--- config.mk ---
export PLATFORM = sky130hd
export DESIGN_NAME = trace_ring_sink
export DESIGN_NICKNAME = d
export VERILOG_FILES = /design/src/rtl/trace_ring_pkg.sv /design/src/rtl/trace_ring_rstsync.sv /design/src/rtl/trace_ring_ptr.sv /design/src/rtl/trace_ring_mem.sv /design/src/rtl/trace_ring_ctrl.sv /design/src/rtl/trace_ring_sink.sv
export SDC_FILE = /design/constraint.sdc
export NUM_CORES = 2
export LEC_CHECK = 0
export CAP_MARGIN = 15
export CORE_ASPECT_RATIO = 0.7
export CORE_MARGIN = 2
export CORE_UTILIZATION = 60
export DETAILED_ROUTE_END_ITERATION = 8
export PLACE_DENSITY_LB_ADDON = 0.2
export SETUP_SLACK_MARGIN = 0.1
export SYNTH_ARGS = -nofsm -noshare
export SYNTH_HDL_FRONTEND = slang
export SYNTH_HIERARCHICAL = 1
export SYNTH_SLANG_ARGS = --single-unit
--- constraint.sdc ---
create_clock -name clk -period 4.38 [get_ports clk]
set_input_delay 0.876 -clock clk [delete_from_list [all_inputs] [get_ports clk]]
set_output_delay 0.876 -clock clk [all_outputs]
set_load 0.02 [all_outputs]
--- src/rtl/trace_ring_pkg.sv ---
package trace_ring_pkg;

  localparam int REG_W = 32;
  localparam int ADDR_W = 12;

  // Register byte offsets
  localparam logic [ADDR_W-1:0] OFS_DEPTH = 12'h004;
  localparam logic [ADDR_W-1:0] OFS_STAT  = 12'h00C;
  localparam logic [ADDR_W-1:0] OFS_RDAT  = 12'h010;
  localparam logic [ADDR_W-1:0] OFS_RPTR  = 12'h014;
  localparam logic [ADDR_W-1:0] OFS_WPTR  = 12'h018;
  localparam logic [ADDR_W-1:0] OFS_TCNT  = 12'h01C;
  localparam logic [ADDR_W-1:0] OFS_CTRL  = 12'h020;
  localparam logic [ADDR_W-1:0] OFS_WDAT  = 12'h024;
  localparam logic [ADDR_W-1:0] OFS_FSTAT = 12'h300;
  localparam logic [ADDR_W-1:0] OFS_FCTRL = 12'h304;

  // Field positions
  localparam int CTRL_EN_BIT    = 0;
  localparam int FC_FLUSH_BIT   = 6;
  localparam int FC_STOPFL_BIT  = 12;
  localparam int FC_STOPTRG_BIT = 13;
  localparam int FS_HALT_BIT    = 1;
  localparam int ST_FULL_BIT    = 0;
  localparam int ST_TRIG_BIT    = 1;
  localparam int ST_STOP_BIT    = 2;
  localparam int ST_UNAL_BIT    = 3;

  typedef enum logic [3:0] {
    RS_NONE, RS_DEPTH, RS_STAT, RS_RDAT, RS_RPTR, RS_WPTR,
    RS_TCNT, RS_CTRL, RS_WDAT, RS_FSTAT, RS_FCTRL
  } reg_sel_e;

  typedef struct packed {
    logic cap_en;
    logic stopped;
    logic trig_seen;
    logic flush_pend;
    logic stop_on_fl;
    logic stop_on_trg;
  } ctl_state_t;

  function automatic reg_sel_e decode_reg(input logic [ADDR_W-1:0] a);
    reg_sel_e s;
    case (a)
      OFS_DEPTH: s = RS_DEPTH;
      OFS_STAT:  s = RS_STAT;
      OFS_RDAT:  s = RS_RDAT;
      OFS_RPTR:  s = RS_RPTR;
      OFS_WPTR:  s = RS_WPTR;
      OFS_TCNT:  s = RS_TCNT;
      OFS_CTRL:  s = RS_CTRL;
      OFS_WDAT:  s = RS_WDAT;
      OFS_FSTAT: s = RS_FSTAT;
      OFS_FCTRL: s = RS_FCTRL;
      default:   s = RS_NONE;
    endcase
    return s;
  endfunction

endpackage

--- src/rtl/trace_ring_rstsync.sv ---
module trace_ring_rstsync (
  input  logic clk,
  input  logic arst_n,
  output logic srst_n
);
  logic meta_q;

  always_ff @(posedge clk or negedge arst_n) begin
    if (!arst_n) begin
      meta_q <= 1'b0;
      srst_n <= 1'b0;
    end else begin
      meta_q <= 1'b1;
      srst_n <= meta_q;
    end
  end
endmodule

--- src/rtl/trace_ring_ptr.sv ---
module trace_ring_ptr #(
  parameter int AW = 6
) (
  input  logic          clk,
  input  logic          rst_n,
  input  logic          load,
  input  logic [AW-1:0] load_val,
  input  logic          adv,
  output logic [AW-1:0] ptr_q,
  output logic          wrap
);
  logic [AW-1:0] ptr_d;
  logic          ptr_en;

  always_comb begin
    ptr_en = load | adv;
    ptr_d  = load ? load_val : ptr_q + 1'b1;
    wrap   = adv & ~load & (ptr_q == {AW{1'b1}});
  end

  always_ff @(posedge clk or negedge rst_n) begin
    if (!rst_n)      ptr_q <= '0;
    else if (ptr_en) ptr_q <= ptr_d;
  end
endmodule

--- src/rtl/trace_ring_mem.sv ---
module trace_ring_mem #(
  parameter int DEPTH = 64,
  parameter int DW    = 32,
  localparam int AW   = $clog2(DEPTH)
) (
  input  logic          clk,
  input  logic          we,
  input  logic [AW-1:0] waddr,
  input  logic [DW-1:0] wdata,
  input  logic [AW-1:0] raddr,
  output logic [DW-1:0] rdata
);
  logic [DW-1:0] cell_q [DEPTH];

  for (genvar gi = 0; gi < DEPTH; gi++) begin : g_cell
    logic cell_en;
    assign cell_en = we & (waddr == AW'(gi));
    always_ff @(posedge clk) begin
      if (cell_en) cell_q[gi] <= wdata;
    end
  end

  assign rdata = cell_q[raddr];
endmodule

--- src/rtl/trace_ring_ctrl.sv ---
module trace_ring_ctrl
  import trace_ring_pkg::*;
#(
  parameter int TRIG_W = 16
) (
  input  logic              clk,
  input  logic              rst_n,
  input  logic              ctrl_wr,
  input  logic              ctrl_wval,
  input  logic              fctl_wr,
  input  logic              fctl_flush,
  input  logic              fctl_stop_fl,
  input  logic              fctl_stop_trg,
  input  logic              tcnt_wr,
  input  logic [TRIG_W-1:0] tcnt_wval,
  input  logic              acc,
  input  logic              trig_in,
  output ctl_state_t        st_q,
  output logic [TRIG_W-1:0] tcnt_q
);
  ctl_state_t        st_d;
  logic              st_en;
  logic [TRIG_W-1:0] tcnt_d;
  logic              tcnt_en;
  logic              en_rise, trig_hit, count_beat, flush_done, stop_set;

  always_comb begin
    en_rise    = ctrl_wr & ctrl_wval & ~st_q.cap_en;
    trig_hit   = acc & trig_in & ~st_q.trig_seen;
    count_beat = acc & st_q.trig_seen & st_q.stop_on_trg;
    flush_done = st_q.flush_pend & ~acc;
    stop_set   = (trig_hit & st_q.stop_on_trg & (tcnt_q == '0))
               | (count_beat & (tcnt_q == TRIG_W'(1)))
               | (flush_done & st_q.stop_on_fl);

    st_d = st_q;
    if (ctrl_wr)    st_d.cap_en     = ctrl_wval;
    if (stop_set)   st_d.stopped    = 1'b1;
    if (trig_hit)   st_d.trig_seen  = 1'b1;
    if (en_rise) begin
      st_d.stopped   = 1'b0;
      st_d.trig_seen = 1'b0;
    end
    if (flush_done) st_d.flush_pend = 1'b0;
    if (fctl_wr) begin
      st_d.stop_on_fl  = fctl_stop_fl;
      st_d.stop_on_trg = fctl_stop_trg;
      if (fctl_flush) st_d.flush_pend = 1'b1;
    end
    st_en = ctrl_wr | fctl_wr | acc | st_q.flush_pend;

    tcnt_d  = tcnt_q;
    tcnt_en = tcnt_wr | count_beat;
    if (tcnt_wr)                      tcnt_d = tcnt_wval;
    else if (tcnt_q != '0)            tcnt_d = tcnt_q - 1'b1;
  end

  always_ff @(posedge clk or negedge rst_n) begin
    if (!rst_n)     st_q <= '0;
    else if (st_en) st_q <= st_d;
  end

  always_ff @(posedge clk or negedge rst_n) begin
    if (!rst_n)       tcnt_q <= '0;
    else if (tcnt_en) tcnt_q <= tcnt_d;
  end
endmodule

--- src/rtl/trace_ring_sink.sv ---
module trace_ring_sink
  import trace_ring_pkg::*;
#(
  parameter int DEPTH       = 64,
  parameter int TRIG_W      = 16,
  parameter int FRAME_WORDS = 4
) (
  input  logic        clk,
  input  logic        rst_n,
  input  logic        bus_req,
  input  logic        bus_wr,
  input  logic [11:0] bus_addr,
  input  logic [31:0] bus_wdata,
  output logic [31:0] bus_rdata,
  input  logic        trc_valid,
  input  logic [31:0] trc_data,
  input  logic        trc_trig,
  output logic        trc_ready
);
  localparam int AW = $clog2(DEPTH);

  logic              srst_n;
  reg_sel_e          sel;
  logic              bw, br;
  logic              wdat_wr, wptr_wr, rptr_wr, rdat_rd, tcnt_wr, ctrl_wr, fctl_wr;
  logic              acc, mem_we;
  logic [REG_W-1:0]  mem_wdata, mem_rdata;
  logic [AW-1:0]     wptr_q, rptr_q;
  logic              wrap;
  logic              full_q, full_d, full_en;
  logic              unaligned;
  ctl_state_t        st_q;
  logic [TRIG_W-1:0] tcnt_q;

  trace_ring_rstsync u_rst (.clk(clk), .arst_n(rst_n), .srst_n(srst_n));

  always_comb begin
    sel     = decode_reg(bus_addr);
    bw      = bus_req & bus_wr;
    br      = bus_req & ~bus_wr;
    wdat_wr = bw & (sel == RS_WDAT);
    wptr_wr = bw & (sel == RS_WPTR);
    rptr_wr = bw & (sel == RS_RPTR);
    tcnt_wr = bw & (sel == RS_TCNT);
    ctrl_wr = bw & (sel == RS_CTRL);
    fctl_wr = bw & (sel == RS_FCTRL);
    rdat_rd = br & (sel == RS_RDAT);
    trc_ready = st_q.cap_en & ~st_q.stopped & ~(wdat_wr | wptr_wr);
    acc       = trc_valid & trc_ready;
    mem_we    = wdat_wr | acc;
    mem_wdata = wdat_wr ? bus_wdata : trc_data;
  end

  trace_ring_mem #(.DEPTH(DEPTH), .DW(REG_W)) u_mem (
    .clk(clk), .we(mem_we), .waddr(wptr_q), .wdata(mem_wdata),
    .raddr(rptr_q), .rdata(mem_rdata)
  );

  trace_ring_ptr #(.AW(AW)) u_wptr (
    .clk(clk), .rst_n(srst_n), .load(wptr_wr), .load_val(bus_wdata[AW-1:0]),
    .adv(mem_we), .ptr_q(wptr_q), .wrap(wrap)
  );

  logic rptr_wrap_unused;
  trace_ring_ptr #(.AW(AW)) u_rptr (
    .clk(clk), .rst_n(srst_n), .load(rptr_wr), .load_val(bus_wdata[AW-1:0]),
    .adv(rdat_rd), .ptr_q(rptr_q), .wrap(rptr_wrap_unused)
  );

  trace_ring_ctrl #(.TRIG_W(TRIG_W)) u_ctrl (
    .clk(clk), .rst_n(srst_n),
    .ctrl_wr(ctrl_wr), .ctrl_wval(bus_wdata[CTRL_EN_BIT]),
    .fctl_wr(fctl_wr), .fctl_flush(bus_wdata[FC_FLUSH_BIT]),
    .fctl_stop_fl(bus_wdata[FC_STOPFL_BIT]), .fctl_stop_trg(bus_wdata[FC_STOPTRG_BIT]),
    .tcnt_wr(tcnt_wr), .tcnt_wval(bus_wdata[TRIG_W-1:0]),
    .acc(acc), .trig_in(trc_trig), .st_q(st_q), .tcnt_q(tcnt_q)
  );

  // Full flag: set on wrap, cleared by a write-pointer load
  always_comb begin
    full_en = wptr_wr | wrap;
    full_d  = ~wptr_wr;
  end

  always_ff @(posedge clk or negedge srst_n) begin
    if (!srst_n)       full_q <= 1'b0;
    else if (full_en)  full_q <= full_d;
  end

  assign unaligned = (int'(wptr_q) % FRAME_WORDS) != 0;

  // Read mux
  always_comb begin
    bus_rdata = '0;
    case (sel)
      RS_DEPTH: bus_rdata = {1'b0, 31'(DEPTH)};
      RS_STAT: begin
        bus_rdata[ST_FULL_BIT] = full_q;
        bus_rdata[ST_TRIG_BIT] = st_q.trig_seen;
        bus_rdata[ST_STOP_BIT] = st_q.stopped;
        bus_rdata[ST_UNAL_BIT] = unaligned;
      end
      RS_RDAT:  bus_rdata = mem_rdata;
      RS_RPTR:  bus_rdata = REG_W'(rptr_q);
      RS_WPTR:  bus_rdata = REG_W'(wptr_q);
      RS_TCNT:  bus_rdata = REG_W'(tcnt_q);
      RS_CTRL:  bus_rdata[CTRL_EN_BIT] = st_q.cap_en;
      RS_FSTAT: bus_rdata[FS_HALT_BIT] = ~st_q.cap_en | st_q.stopped;
      RS_FCTRL: begin
        bus_rdata[FC_FLUSH_BIT]   = st_q.flush_pend;
        bus_rdata[FC_STOPFL_BIT]  = st_q.stop_on_fl;
        bus_rdata[FC_STOPTRG_BIT] = st_q.stop_on_trg;
      end
      default:  bus_rdata = '0;
    endcase
  end
endmodule

==> run_results.csv <==
group,metric,value,unit
grt,grt_pass1_wl,325000,um
synthesis,syn_inst,3849,
timing,fin_hold_ws,242,ps
setup_path,crit_type,"flip-flop to primary output",
detailed_routing,vias_per_cell,6.94,
clock_network,tritoncts,"yes",
synthesis,syn_nets,3935,
detailed_routing,post_drt_wl_per_cell,35.8,um
timing,skew,40.0,ps
detailed_routing,drt_iter0_markers,7656,
setup_path,end_kind,"primary output",
timing,fin_ws,-303,ps
timing,period_needed,4680,ps
pwr,combPwrFrac,0.057,
run_status,violations,"negative setup slack",
setup_path,path_max_fanout,8,
detailed_routing,wirelength,232000,um
flow_run,cap_violations,0,
synthesis,synth_area_per_cell,21.2,um^2
floorplan,die_w,445,um
floorplan,initial_core_util,0.602,
clock_network,cts-root-buf,"clkbuf_16",
timing,slew_viol_final,0,
timing,period_share,1.07,
floorplan,num_io_pins,115,
floorplan,num_rows,113,
clock_network,postCtsHoldBufs,0,
detailed_routing,vias,44915,
grt,grt_max_degree,65,
pwr,p_per_area,416,nW/um^2
timing,tightestPinTransition,1120,ps
synthesis,yosysWarnings,6,
pwr,p_switching,9.02,mW
clock_network,clockBufferDepth,3,
detailed_routing,drc,0,
pwr,p_clk_frac,0.389,
floorplan,die-height,312,um
timing,fmax,214,MHz
synthesis,syn_area,81500,um^2
timing,slew_headroom,0.245,
clock_network,h-tree-depth,4,
worst_hold_path,hp-class,"primary input to asynchronous set/reset pin",
finish,area_growth_syn_to_layout,21.7,%
timing,rsz0062_at_grt,"yes",
clock_network,numCtsBuffers,185,
pwr,power_switching_share,0.219,
setup_path,critPathRequiredTime,3500,ps
placed_design,port_buffers,114,
grt,grt_usage,0.335,
grt,grt_pass1_vias,43355,
run_status,status,"complete, but fails checks",
pwr,pwr-share-seq,0.554,
finish,finalNetCount,4622,
placed_design,dpl.hpwl,138000,um
setup_path,cp_data_arrival_time,3810,ps
setup_path,start_kind,"flip-flop",
pwr,peakVddDrop,552,uV
pwr,p_total,41.2,mW
grt,grt_overflow,0,
floorplan,die_area,139000,um^2
placed_design,gp_congestion,0.917,
finish,final_core_utilization,0.733,
timing,hold_violations,0,
clock_network,cts_sinks,2085,
clock_network,clk_pin_slew,70,ps
finish,drive_gt1_frac,0.365,
grt,antenna_found_initial,9,
detailed_routing,first_pass_iters,8,
pwr,p_leak,31.2,nW
pwr,internal_power,32.2,mW
timing,setup_viol,31,
floorplan,core,135000,um^2
finish,fillers,7348,
detailed_routing,ant_nets,0,
clock_network,clk_latency,820,ps
-- power by group through the flow --
stage	Combinational [mW]	Sequential, mW	Clock (mW)
after global placement	2.20	23.2	0
final	2.35	22.9	16.0
after detailed placement	2.24	23.3	0
after global routing	2.43	22.9	16.9
after CTS	2.30	22.8	16.1
after floorplan	0.964	23.2	0
-- final cells by class --
cell class	count	area [um^2]	area share
repair buffers	723	9040	0.0911
clock buffers	224	4920	0.0496
multi-input cells	1532	19600	0.197
diodes	2	5.00	0.0000505
inverters	9	33.8	0.000341
clock inverters	115	957	0.00965
flip-flops and latches	2085	62400	0.629
well taps	1782	2230	0.0225
-- worst max-delay path, stage by stage (launching register included) --
cell	delay (ps)
dfrtp_4	590
buf_12	190
buf_12	150
buf_16	140
mux4_2	530
mux2i_4	230
mux4_2	350
mux2i_1	120
a22o_1	230
a221o_1	270
buf_2	160
-- placed cells by master (no fill, tap or decap), types with 16 or more instances in the layout --
cell type and n:
edfxtp_1 2048, mux4_2 451, buf_4 319, buf_12 197
clkbuf_16 195, mux2i_1 119, nand2_1 107, clkdlybuf4s50_1 81
buf_6 78, nor2_4 72, nand3_1 71, clkinv_1 52
nand4_1 51, o22ai_1 49, mux2_2 44, a22oi_2 38
mux2_4 38, clkinv_2 34, nor2_1 31, clkbuf_1 31
dfrtp_1 31, a221o_1 29, o221ai_1 29, nor2b_1 27
a22oi_1 21, buf_16 21, o21ai_0 17, o221ai_2 17
o22ai_2 16
-- timing repair --
| action | in CTS | in global routing |
|---|---|---|
| gates cloned | 14 | 4 |
| gates resized for setup | 419 | 124 |
| pin swaps | 83 | 72 |
| setup buffers | 97 | 42 |
| setup endpoints to repair | 33 | 32 |
-- worst paths after layout --
path                                  start                to  slack (ps)  cells past startpoint
max in group asynchronous      u_rst/srst_n   u_rptr/ptr_q[2]        3690                      1
min reg2reg                    u_rst/srst_n   u_rptr/ptr_q[0]         290                      1
max reg2reg                u_ctrl/tcnt_q[1]  u_ctrl/tcnt_q[1]        1390                      6
min in group clk               u_rst/meta_q      u_rst/srst_n         350                      0
min                                   rst_n      u_rst/meta_q         240                      1
max                         u_rptr/ptr_q[0]      bus_rdata[4]        -300                     10
-- metrics by stage --
step | cell area, um^2 | setup TNS, ps | setup WS (ps) | std cells
after floorplan | 81700 | -97620 | -320 | 3849
after global placement | 89800 | -869 | -280 | 5979
after detailed placement | 89800 | -912 | -281 | 5979
after CTS | 98300 | -7010 | -299 | 6429
after global routing | 99200 | -7780 | -344 | 6470
final | 99200 | -5380 | -303 | 6472
-- state kept, by name (all words and copies together), names as in the netlist --
signal         cells
full_q             1
u_ctrl/st_q        6
u_ctrl/tcnt_q     16
u_mem/cell_q    2048
u_rptr/ptr_q       6
u_rst/meta_q       1
u_rst/srst_n       1
u_wptr/ptr_q       6
-- per-layer routing --
metal / vias up / share of wire / GRT usage
met4: 4 / 0.034 / 0.112
li1: 17674 / - / -
met5: - / 0.000086 / 0
met3: 426 / 0.14 / 0.0813
met1: 23522 / 0.37 / 0.503
met2: 3289 / 0.46 / 0.494
Note: power is estimated with default switching activity, not from simulation.
